==> config.mk <==
export PLATFORM = sky130hd
export DESIGN_NAME = sram_write_seq
export DESIGN_NICKNAME = d
export VERILOG_FILES = /design/src/rtl/sram_wr_pkg.sv /design/src/rtl/sram_wr_fsm.sv /design/src/rtl/sram_wr_strobe.sv /design/src/rtl/sram_wr_bus.sv /design/src/rtl/sram_write_seq.sv
export SDC_FILE = /design/constraint.sdc
export NUM_CORES = 1
export LEC_CHECK = 0
export ABC_CLOCK_PERIOD_IN_PS = 4500
export BUFFER_PORTS_ARGS = -buffer_cell sky130_fd_sc_hd__buf_2
export CAP_MARGIN = 20
export CORE_AREA = 4 4 64 125
export CTS_CLUSTER_DIAMETER = 50
export DETAILED_ROUTE_END_ITERATION = 10
export DIE_AREA = 0 0 68 129
export PLACE_DENSITY = 0.5
export SETUP_SLACK_MARGIN = 0.15
export SKIP_CTS_REPAIR_TIMING = 1
export SLEW_MARGIN = 5
export SYNTH_ARGS = -nofsm -noshare
export SYNTH_HDL_FRONTEND = slang
export SYNTH_SLANG_ARGS = --single-unit
export TNS_END_PERCENT = 1
==> constraint.sdc <==
create_clock -name clk -period 4.5 [get_ports clk]
set_input_delay 0.225 -clock clk [delete_from_list [all_inputs] [get_ports clk]]
set_output_delay 0.225 -clock clk [all_outputs]
set_load 0.005 [all_outputs]
==> src/rtl/sram_wr_pkg.sv <==
package sram_wr_pkg;

  typedef enum logic [2:0] {
    PH_IDLE  = 3'd0,
    PH_LEAD  = 3'd1,
    PH_PULSE = 3'd2,
    PH_TRAIL = 3'd3,
    PH_RECOV = 3'd4
  } phase_e;

  typedef enum logic [2:0] {
    T_CYCLE,
    T_CS_END,
    T_ADDR_END,
    T_STROBE,
    T_DATA_END,
    T_HOLD
  } tsel_e;

  // Minimum interval in ns for the selected grade.
  function automatic int grade_ns(input bit slow, input tsel_e sel);
    case (sel)
      T_CYCLE:    return slow ? 45 : 25;
      T_CS_END:   return slow ? 35 : 15;
      T_ADDR_END: return slow ? 25 : 15;
      T_STROBE:   return slow ? 25 : 15;
      T_DATA_END: return slow ? 20 : 12;
      default:    return 0;
    endcase
  endfunction

  function automatic int imax(input int a, input int b);
    return (a > b) ? a : b;
  endfunction

  // Ceiling of ns over the period, never below one cycle.
  function automatic int ns_to_cyc(input int ns, input int per);
    int c;
    c = (ns + per - 1) / per;
    return (c < 1) ? 1 : c;
  endfunction

  // Both-low overlap length: covers every minimum that ends at the write end.
  function automatic int pulse_cyc(input bit slow, input int per);
    int a;
    int b;
    a = imax(ns_to_cyc(grade_ns(slow, T_CS_END), per),
             ns_to_cyc(grade_ns(slow, T_ADDR_END), per));
    b = imax(ns_to_cyc(grade_ns(slow, T_STROBE), per),
             ns_to_cyc(grade_ns(slow, T_DATA_END), per));
    return imax(a, b);
  endfunction

  function automatic int hold_cyc(input bit slow, input int per);
    return ns_to_cyc(grade_ns(slow, T_HOLD), per);
  endfunction

  // Idle padding so that start-to-start spacing meets the cycle time.
  function automatic int recov_cyc(input bit slow, input int per);
    int used;
    int wc;
    used = 1 + pulse_cyc(slow, per) + hold_cyc(slow, per);
    wc   = ns_to_cyc(grade_ns(slow, T_CYCLE), per);
    return (wc > used) ? (wc - used) : 0;
  endfunction

endpackage

==> src/rtl/sram_wr_fsm.sv <==
module sram_wr_fsm
  import sram_wr_pkg::*;
#(
  parameter int PULSE_CYC = 9,
  parameter int HOLD_CYC  = 1,
  parameter int RECOV_CYC = 1
) (
  input  logic   clk,
  input  logic   rst_n,
  input  logic   req_valid,
  input  logic   req_mode,
  output logic   req_ready,
  output logic   done,
  output phase_e phase_d,
  output logic   mode_d
);

  localparam int CNT_MAX = imax(imax(PULSE_CYC, HOLD_CYC), imax(RECOV_CYC, 1));
  localparam int CNT_W   = $clog2(CNT_MAX + 1);
  typedef logic [CNT_W-1:0] cnt_t;
  localparam cnt_t PULSE_LD = cnt_t'(PULSE_CYC - 1);
  localparam cnt_t HOLD_LD  = cnt_t'(HOLD_CYC - 1);
  localparam cnt_t RECOV_LD = cnt_t'((RECOV_CYC > 0) ? RECOV_CYC - 1 : 0);

  phase_e phase_q;
  cnt_t   cnt_q, cnt_d;
  logic   mode_q;
  logic   done_d;

  always_comb begin
    phase_d = phase_q;
    cnt_d   = cnt_q;
    mode_d  = mode_q;
    done_d  = 1'b0;
    case (phase_q)
      PH_IDLE: begin
        if (req_valid) begin
          phase_d = PH_LEAD;
          mode_d  = req_mode;
        end
      end
      PH_LEAD: begin
        phase_d = PH_PULSE;
        cnt_d   = PULSE_LD;
      end
      PH_PULSE: begin
        if (cnt_q == '0) begin
          phase_d = PH_TRAIL;
          cnt_d   = HOLD_LD;
        end else begin
          cnt_d = cnt_q - cnt_t'(1);
        end
      end
      PH_TRAIL: begin
        if (cnt_q == '0) begin
          if (RECOV_CYC > 0) begin
            phase_d = PH_RECOV;
            cnt_d   = RECOV_LD;
          end else begin
            phase_d = PH_IDLE;
            done_d  = 1'b1;
          end
        end else begin
          cnt_d = cnt_q - cnt_t'(1);
        end
      end
      PH_RECOV: begin
        if (cnt_q == '0) begin
          phase_d = PH_IDLE;
          done_d  = 1'b1;
        end else begin
          cnt_d = cnt_q - cnt_t'(1);
        end
      end
      default: phase_d = PH_IDLE;
    endcase
  end

  always_ff @(posedge clk or negedge rst_n) begin
    if (!rst_n) begin
      phase_q <= PH_IDLE;
      cnt_q   <= '0;
      mode_q  <= 1'b0;
      done    <= 1'b0;
    end else begin
      phase_q <= phase_d;
      cnt_q   <= cnt_d;
      mode_q  <= mode_d;
      done    <= done_d;
    end
  end

  assign req_ready = (phase_q == PH_IDLE);

  a_r2_accept_leaves_idle: assert property (@(posedge clk) disable iff (!rst_n)
    (req_valid && req_ready) |=> !req_ready);

  a_r8_done_single: assert property (@(posedge clk) disable iff (!rst_n)
    done |=> !done);

  a_r8_done_in_idle: assert property (@(posedge clk) disable iff (!rst_n)
    done |-> req_ready);

endmodule

==> src/rtl/sram_wr_strobe.sv <==
module sram_wr_strobe
  import sram_wr_pkg::*;
#(
  parameter int PULSE_CYC = 9
) (
  input  logic   clk,
  input  logic   rst_n,
  input  phase_e phase_d,
  input  logic   mode_d,
  output logic   ce_n,
  output logic   we_n
);

  localparam int OW = $clog2(PULSE_CYC + 2) + 1;
  typedef logic [OW-1:0] ovl_t;
  localparam ovl_t OVL_SAT = '1;

  logic outer_low, inner_low;

  always_comb begin
    outer_low = (phase_d == PH_LEAD) || (phase_d == PH_PULSE) ||
                (phase_d == PH_TRAIL);
    inner_low = (phase_d == PH_PULSE);
  end

  // mode_d = 0: chip enable outer, write enable inner; 1: roles swapped.
  always_ff @(posedge clk or negedge rst_n) begin
    if (!rst_n) begin
      ce_n <= 1'b1;
      we_n <= 1'b1;
    end else if (mode_d) begin
      ce_n <= !inner_low;
      we_n <= !outer_low;
    end else begin
      ce_n <= !outer_low;
      we_n <= !inner_low;
    end
  end

  logic both_low;
  ovl_t ovl_cnt;
  assign both_low = !ce_n && !we_n;

  always_ff @(posedge clk or negedge rst_n) begin
    if (!rst_n) ovl_cnt <= '0;
    else if (!both_low) ovl_cnt <= '0;
    else if (ovl_cnt != OVL_SAT) ovl_cnt <= ovl_cnt + ovl_t'(1);
  end

  a_r3_no_joint_fall: assert property (@(posedge clk) disable iff (!rst_n)
    !($fell(ce_n) && $fell(we_n)));

  a_r4_no_joint_rise: assert property (@(posedge clk) disable iff (!rst_n)
    !($rose(ce_n) && $rose(we_n)));

  a_r5_overlap_len: assert property (@(posedge clk) disable iff (!rst_n)
    $fell(both_low) |-> (ovl_cnt >= ovl_t'(PULSE_CYC)));

endmodule

==> src/rtl/sram_wr_bus.sv <==
module sram_wr_bus
  import sram_wr_pkg::*;
#(
  parameter int ADDR_W = 15,
  parameter int DATA_W = 8
) (
  input  logic              clk,
  input  logic              rst_n,
  input  logic              accept,
  input  logic [ADDR_W-1:0] req_addr,
  input  logic [DATA_W-1:0] req_data,
  input  phase_e            phase_d,
  input  logic              ce_n,
  input  logic              we_n,
  output logic [ADDR_W-1:0] mem_addr,
  output logic [DATA_W-1:0] mem_dout,
  output logic              mem_dout_en
);

  logic drive_d;
  assign drive_d = (phase_d == PH_LEAD) || (phase_d == PH_PULSE) ||
                   (phase_d == PH_TRAIL);

  always_ff @(posedge clk or negedge rst_n) begin
    if (!rst_n) begin
      mem_addr    <= '0;
      mem_dout    <= '0;
      mem_dout_en <= 1'b0;
    end else begin
      if (accept) begin
        mem_addr <= req_addr;
        mem_dout <= req_data;
      end
      mem_dout_en <= drive_d;
    end
  end

  logic strobe_any;
  assign strobe_any = !ce_n || !we_n;

  a_r6_driven_in_strobe: assert property (@(posedge clk) disable iff (!rst_n)
    strobe_any |-> mem_dout_en);

  a_r6_bus_stable: assert property (@(posedge clk) disable iff (!rst_n)
    (strobe_any && $past(strobe_any)) |-> ($stable(mem_addr) && $stable(mem_dout)));

  a_r6_release_after_end: assert property (@(posedge clk) disable iff (!rst_n)
    $fell(mem_dout_en) |-> !strobe_any);

endmodule

==> src/rtl/sram_write_seq.sv <==
module sram_write_seq
  import sram_wr_pkg::*;
#(
  parameter int CLK_PERIOD_NS = 4,
  parameter bit SLOW_GRADE    = 1'b1,
  parameter int ADDR_W        = 15,
  parameter int DATA_W        = 8
) (
  input  logic              clk,
  input  logic              rst_n,
  input  logic              req_valid,
  output logic              req_ready,
  input  logic [ADDR_W-1:0] req_addr,
  input  logic [DATA_W-1:0] req_data,
  input  logic              req_mode,
  output logic              done,
  output logic [ADDR_W-1:0] mem_addr,
  output logic [DATA_W-1:0] mem_dout,
  output logic              mem_dout_en,
  output logic              mem_ce_n,
  output logic              mem_we_n,
  output logic              mem_oe_n
);

  localparam int PULSE_CYC = pulse_cyc(SLOW_GRADE, CLK_PERIOD_NS);
  localparam int HOLD_CYC  = hold_cyc(SLOW_GRADE, CLK_PERIOD_NS);
  localparam int RECOV_CYC = recov_cyc(SLOW_GRADE, CLK_PERIOD_NS);

  phase_e phase_d;
  logic   mode_d;

  sram_wr_fsm #(
    .PULSE_CYC(PULSE_CYC),
    .HOLD_CYC (HOLD_CYC),
    .RECOV_CYC(RECOV_CYC)
  ) u_fsm (
    .clk      (clk),
    .rst_n    (rst_n),
    .req_valid(req_valid),
    .req_mode (req_mode),
    .req_ready(req_ready),
    .done     (done),
    .phase_d  (phase_d),
    .mode_d   (mode_d)
  );

  sram_wr_strobe #(
    .PULSE_CYC(PULSE_CYC)
  ) u_strobe (
    .clk    (clk),
    .rst_n  (rst_n),
    .phase_d(phase_d),
    .mode_d (mode_d),
    .ce_n   (mem_ce_n),
    .we_n   (mem_we_n)
  );

  sram_wr_bus #(
    .ADDR_W(ADDR_W),
    .DATA_W(DATA_W)
  ) u_bus (
    .clk        (clk),
    .rst_n      (rst_n),
    .accept     (req_valid && req_ready),
    .req_addr   (req_addr),
    .req_data   (req_data),
    .phase_d    (phase_d),
    .ce_n       (mem_ce_n),
    .we_n       (mem_we_n),
    .mem_addr   (mem_addr),
    .mem_dout   (mem_dout),
    .mem_dout_en(mem_dout_en)
  );

  // The memory never drives the shared bus during a write.
  assign mem_oe_n = 1'b1;

endmodule

After elaboration in Yosys (flattened, before gate mapping):

Cells that the tools add are included.

* reductions and logical operators: 10
* muxes and demuxes: 14
* equality and inequality tests: 8
* add/sub/neg operators: 1

Operator list (count)
* $pmux 3 s5: 1
* $eq 3x2->1 const B: 4
* $mux 3: 4
* $pmux 4 s3: 1
* $mux 4: 2
* $eq 3x1->1 const B: 2
* $mux 1: 6
* $logic_not 4->1: 1
* $sub 4x1->4 const B: 1
* $eq 3x3->1 const B: 1
* $logic_not 3->1: 1
* $reduce_bool 3->1: 1
* $logic_not 1->1: 2
* $logic_or 1x1->1: 2
* $ne 2x2->1 const B: 1
* $reduce_and 2->1: 1
* $reduce_or 2->1: 1
* $logic_and 1x1->1: 1

* input port bits: 27
* logic and storage cells: 42
* register bits: 35

Depth between registers and ports, before layout:

* depth in word-level cells: 8
* gate-level depth with buffers: 7
* mapped depth without buffers: 6

Modules after synthesis:

A second synthesis with hierarchy kept.

* cell total of the unflattened synthesis: 124
* area total of the unflattened synthesis: 1590.3 µm²

Modules (own cells, without submodules)
* sram_wr_bus: instances 1, seq. area each 600.6 µm², area an instance 892.1 µm², cells each 50
* sram_wr_fsm: instances 1, seq. area each 225.2 µm², area an instance 599.3 µm², cells each 65
* sram_wr_strobe: instances 1, seq. area each 52.6 µm², area an instance 81.3 µm², cells each 6
* sram_write_seq: instances 1, seq. area each 0.0 µm², area an instance 17.5 µm², cells each 3

Least setup slack after synthesis:

OpenSTA, ideal clock, no wires.

* path kind: register -> register
* start: register u_fsm.cnt_q[0]
* end: register u_fsm.cnt_q[0]
* data arrival time: 1.413 ns
* path slack: 3.006 ns
* buffers on the path: 1
* stages on the path, launching flop included: 8
* required time: 4.419 ns
* period minus slack after synthesis: 1.494 ns
* setup time: 0.081 ns
* cell sequence: dfrtp_1 inv_1 ha_1 or3b_1 buf_6 nand2_4 nand2_2 a31oi_2

* cells in the longest elaborated chain, start to end: 3

RTL lines
* from (decl): RTL line sram_wr_fsm.sv:26 `cnt_t cnt_q, cnt_d;`
* from (signal assigned): RTL line sram_wr_fsm.sv:87 `cnt_q <= cnt_d;`
* $sub 4x1->4 or $logic_not 4->1 (tied branches)
* $mux 4, or another cell as far along: RTL line sram_wr_fsm.sv:68 `if (cnt_q == '0) begin`
* $pmux 4 s3 or $reduce_and 2->1 (tied branches)

Several ways; a longest one is shown, not always the timed one. The select of a mux whose other input is x is not followed.
A chain may end at the register's enable or synchronous reset.

Worst setup path in the final report:

* start: register u_fsm.phase_q[1]
* end: register u_bus.mem_addr[6]

* cells in the longest elaborated chain, start to end: 2

RTL lines
* from (decl): RTL line sram_wr_fsm.sv:25 `phase_e phase_q;`
* from (signal assigned): RTL line sram_wr_fsm.sv:86 `phase_q <= phase_d;`
* $logic_not 3->1: RTL line sram_wr_fsm.sv:93 `assign req_ready = (phase_q == PH_IDLE);`
* $logic_and 1x1->1: RTL line sram_write_seq.sv:64 `.accept (req_valid && req_ready),`
* to (signal assigned): RTL line sram_wr_bus.sv:31 `mem_addr <= req_addr;`
* to (decl): RTL line sram_wr_bus.sv:15 `output logic [ADDR_W-1:0] mem_addr,`

No other way between the ends.

==> impl_metrics.ini <==
[yosys]
yosysTopAreaCell = dfrtp_1
synthCells = 136
ys_seq_area_share_pct = 50.8
avgSynthCellArea_sq_um = 12.7
synth_top_area_share_pct = 47.7
yosys.area_share.xor_xnor_pct = 0
syn_nets = 165
synth_compound_area_share_pct = 9.33
synth_top_family_by_area = multiplexers
async_flop_share_pct = 100
synth_ff_type = dfrtp_1
yosysWarnings = 0
synth.area.mux_share_pct = 18.9
yosys.area_share.simple_pct = 11.7
synth_area_leaders = dfrtp_1, mux2_4, buf_6, mux2_2, dfstp_2
synth-edff-count = 0
synthAdderAreaFrac_pct = 2.02
synth_most_common_cell = dfrtp_1
synth.distinct_cells = 43
ys_seq_elements = 35
netlist_area_sq_mm = 0.00173
synthTopCellsByCount = dfrtp_1, mux2_4, buf_6, nand2_1, o21ai_1

[worst_setup_path]
worst_setup_path_start_kind = register
path_max_fanout = 25
r2r_cells = 3
cp.required_ns = 4.66
r2r_slack_ns = 2.68
crit_type = register to register
r2r-start = u_fsm.phase_q[1]$_DFF_PN0_
cp.arrival_ns = 1.98
endpoint_kind = register
reg2reg_to = u_bus.mem_addr[6]$_DFFE_PN0P_

[cells_and_area]
syn_to_final_growth_pct = 27.6
fin_nets = 215
n_fill_cell = 726
antenna_cells = 0
stdcell_count = 277
final_util_pct = 31.6
layout-drive-gt1-share_pct = 51.3

[clocking]
cts_tree = yes
cts_max_level = 2
clock-sinks = 35
path_clk_slew_ns = 0.06
root_buffer = clkbuf_16
clock_latency_ns = 0.28
cts_buffers = 5
cts.path.max_buffers = 2

[sta]
finClkSkew_ns = 0.00446
tightest_slew_ns = 0.763
fin_crit_sh_pct = 40.4
relSlewSlack_pct = 49.1
hold_viol = 0
setup_violations = 0
fmaxAchievable_ghz = 0.550
rsz0062_at_grt = false
tns_ns = 0
final-max-slew-violation-count = 0
fin_crit_ns = 1.82

[place]
gp_congestion = 0.773
dp_cells = 269
io_buffers = 54
dp_hpwl_um = 2880

[global_route]
track_usage_pct = 8.70
grt_max_degree = 36
grt_pass1_wl_um = 5630
grt_pass1_vias = 1193
gr-total-overflow = 0
antenna_found_initial = 0

[power_and_ir_drop]
max-vdd-ir-drop_uv = 269
p_leak_uw = 0.00102
cellPowerDensity_mw_per_mm2 = 706

[hold_path]
holdCritPathClass = input port to asynchronous set/reset pin

[run]
maxCapViolCount = 0

[routing]
drc_errors = 0
wl_per_cell_um = 13.8
routed_wl_um = 3820
dr_total_vias = 1205
viasPerCell = 4.35
drt-initial-drc-count = 55
first_pass_iters = 4
ant_nets = 0

[floorplanning]
die_w_um = 68
start_util_pct = 24.7
dieArea_sq_mm = 0.00877
ios = 56
coreArea_sq_mm = 0.00699
floorplan.die.height_um = 129
rows = 43

[status]
status = complete, no violations
## flip-flops by register name (all words and copies together) (netlist names)
| name | count |
|---|---|
| u_fsm.mode_q | 1 |
| u_strobe.ce_n | 1 |
| u_fsm.phase_q | 3 |
| u_fsm.done | 1 |
| u_strobe.we_n | 1 |
| u_bus.mem_dout_en | 1 |
| u_fsm.cnt_q | 4 |
| u_bus.mem_dout | 8 |
| u_bus.mem_addr | 15 |
## report_power, final
part,switching (uW),total (uW),internal (uW)
Combinational,223,535,311
Clock,127,444,317
Sequential,113,581,468
## cell usage in the layout (no fill, tap or decap), types with 2 or more instances in the layout
cell / instances
mux2_2: 5
ha_1: 2
o21ai_1: 6
nor2_1: 3
nand3_1: 3
dfrtp_1: 33
nor2b_1: 2
nor3_1: 3
o21ai_0: 4
bufinv_16: 2
nand2_1: 6
inv_1: 5
mux2_4: 18
a21oi_1: 5
dfstp_2: 2
buf_2: 54
o31ai_1: 2
nand2b_1: 2
clkbuf_16: 5
## metal layers
metal | vias to the layer above | GRT usage [%] | wire length [um]
li1 | 575 | - | -
met1 | 569 | 8.23 | 1390
met2 | 49 | 15.5 | 2050
met3 | 12 | 2.36 | 241
met4 | 0 | 5.86 | 146
met5 | - | 0 | 0
## worst max-delay path by stage
stage	start	endpoint	slack (ns)	cells past startpoint
3_3_place_gp	u_fsm.phase_q[1]$_DFF_PN0_	u_bus.mem_dout[7]$_DFFE_PN0P_	2.69	3
6_report	u_fsm.phase_q[1]$_DFF_PN0_	u_bus.mem_addr[6]$_DFFE_PN0P_	2.68	3
4_1_cts	u_fsm.phase_q[1]$_DFF_PN0_	u_bus.mem_addr[6]$_DFFE_PN0P_	2.68	3
3_5_place_dp	u_fsm.phase_q[1]$_DFF_PN0_	u_bus.mem_dout[7]$_DFFE_PN0P_	2.68	3
5_1_grt	u_fsm.phase_q[1]$_DFF_PN0_	u_bus.mem_dout[7]$_DFFE_PN0P_	2.60	3
2_1_floorplan	u_fsm.cnt_q[0]$_DFFE_PN0P_	u_fsm.cnt_q[0]$_DFFE_PN0P_	3.01	7
## cell type report
type	count	area (sq um)	share of cell area, %
clock buffers	5	125	5.67
flip-flops and latches	35	878	39.8
well taps	90	113	5.10
clock inverters	3	67.6	3.06
repair buffers	54	270	12.2
multi-input cells	84	729	33.0
inverters	6	25.0	1.13
## per-stage QoR
step | power (uW) | cell area [sq um] | setup WS, ns | hold WS, ns
after floorplan | 948 | 1730 | 3.01 | -0.0706
after global placement | 1130 | 2020 | 2.69 | 0.343
after detailed placement | 1130 | 2020 | 2.68 | 0.348
after CTS | 1590 | 2210 | 2.68 | 0.0426
after global routing | 1660 | 2210 | 2.60 | 0.0968
final | 1560 | 2210 | 2.68 | 0.0225
## critical path: stages (launching register included)
cell and delay [ns]:
dfrtp_1 0.52, nor2_2 0.27, and3_4 0.51, mux2_2 0.38
## logic make-up (layout without fill, tap and decap cells)
group	after synthesis	after routing
AO/OA/AOI/OAI	25	25
flip-flops	35	35
multiplexers	23	23
AND/OR/NAND/NOR	32	32
adder cells (fa/ha/maj)	3	3
other	1	1
buffers and inverters	17	68
Note: power is estimated with default switching activity, not from simulation.
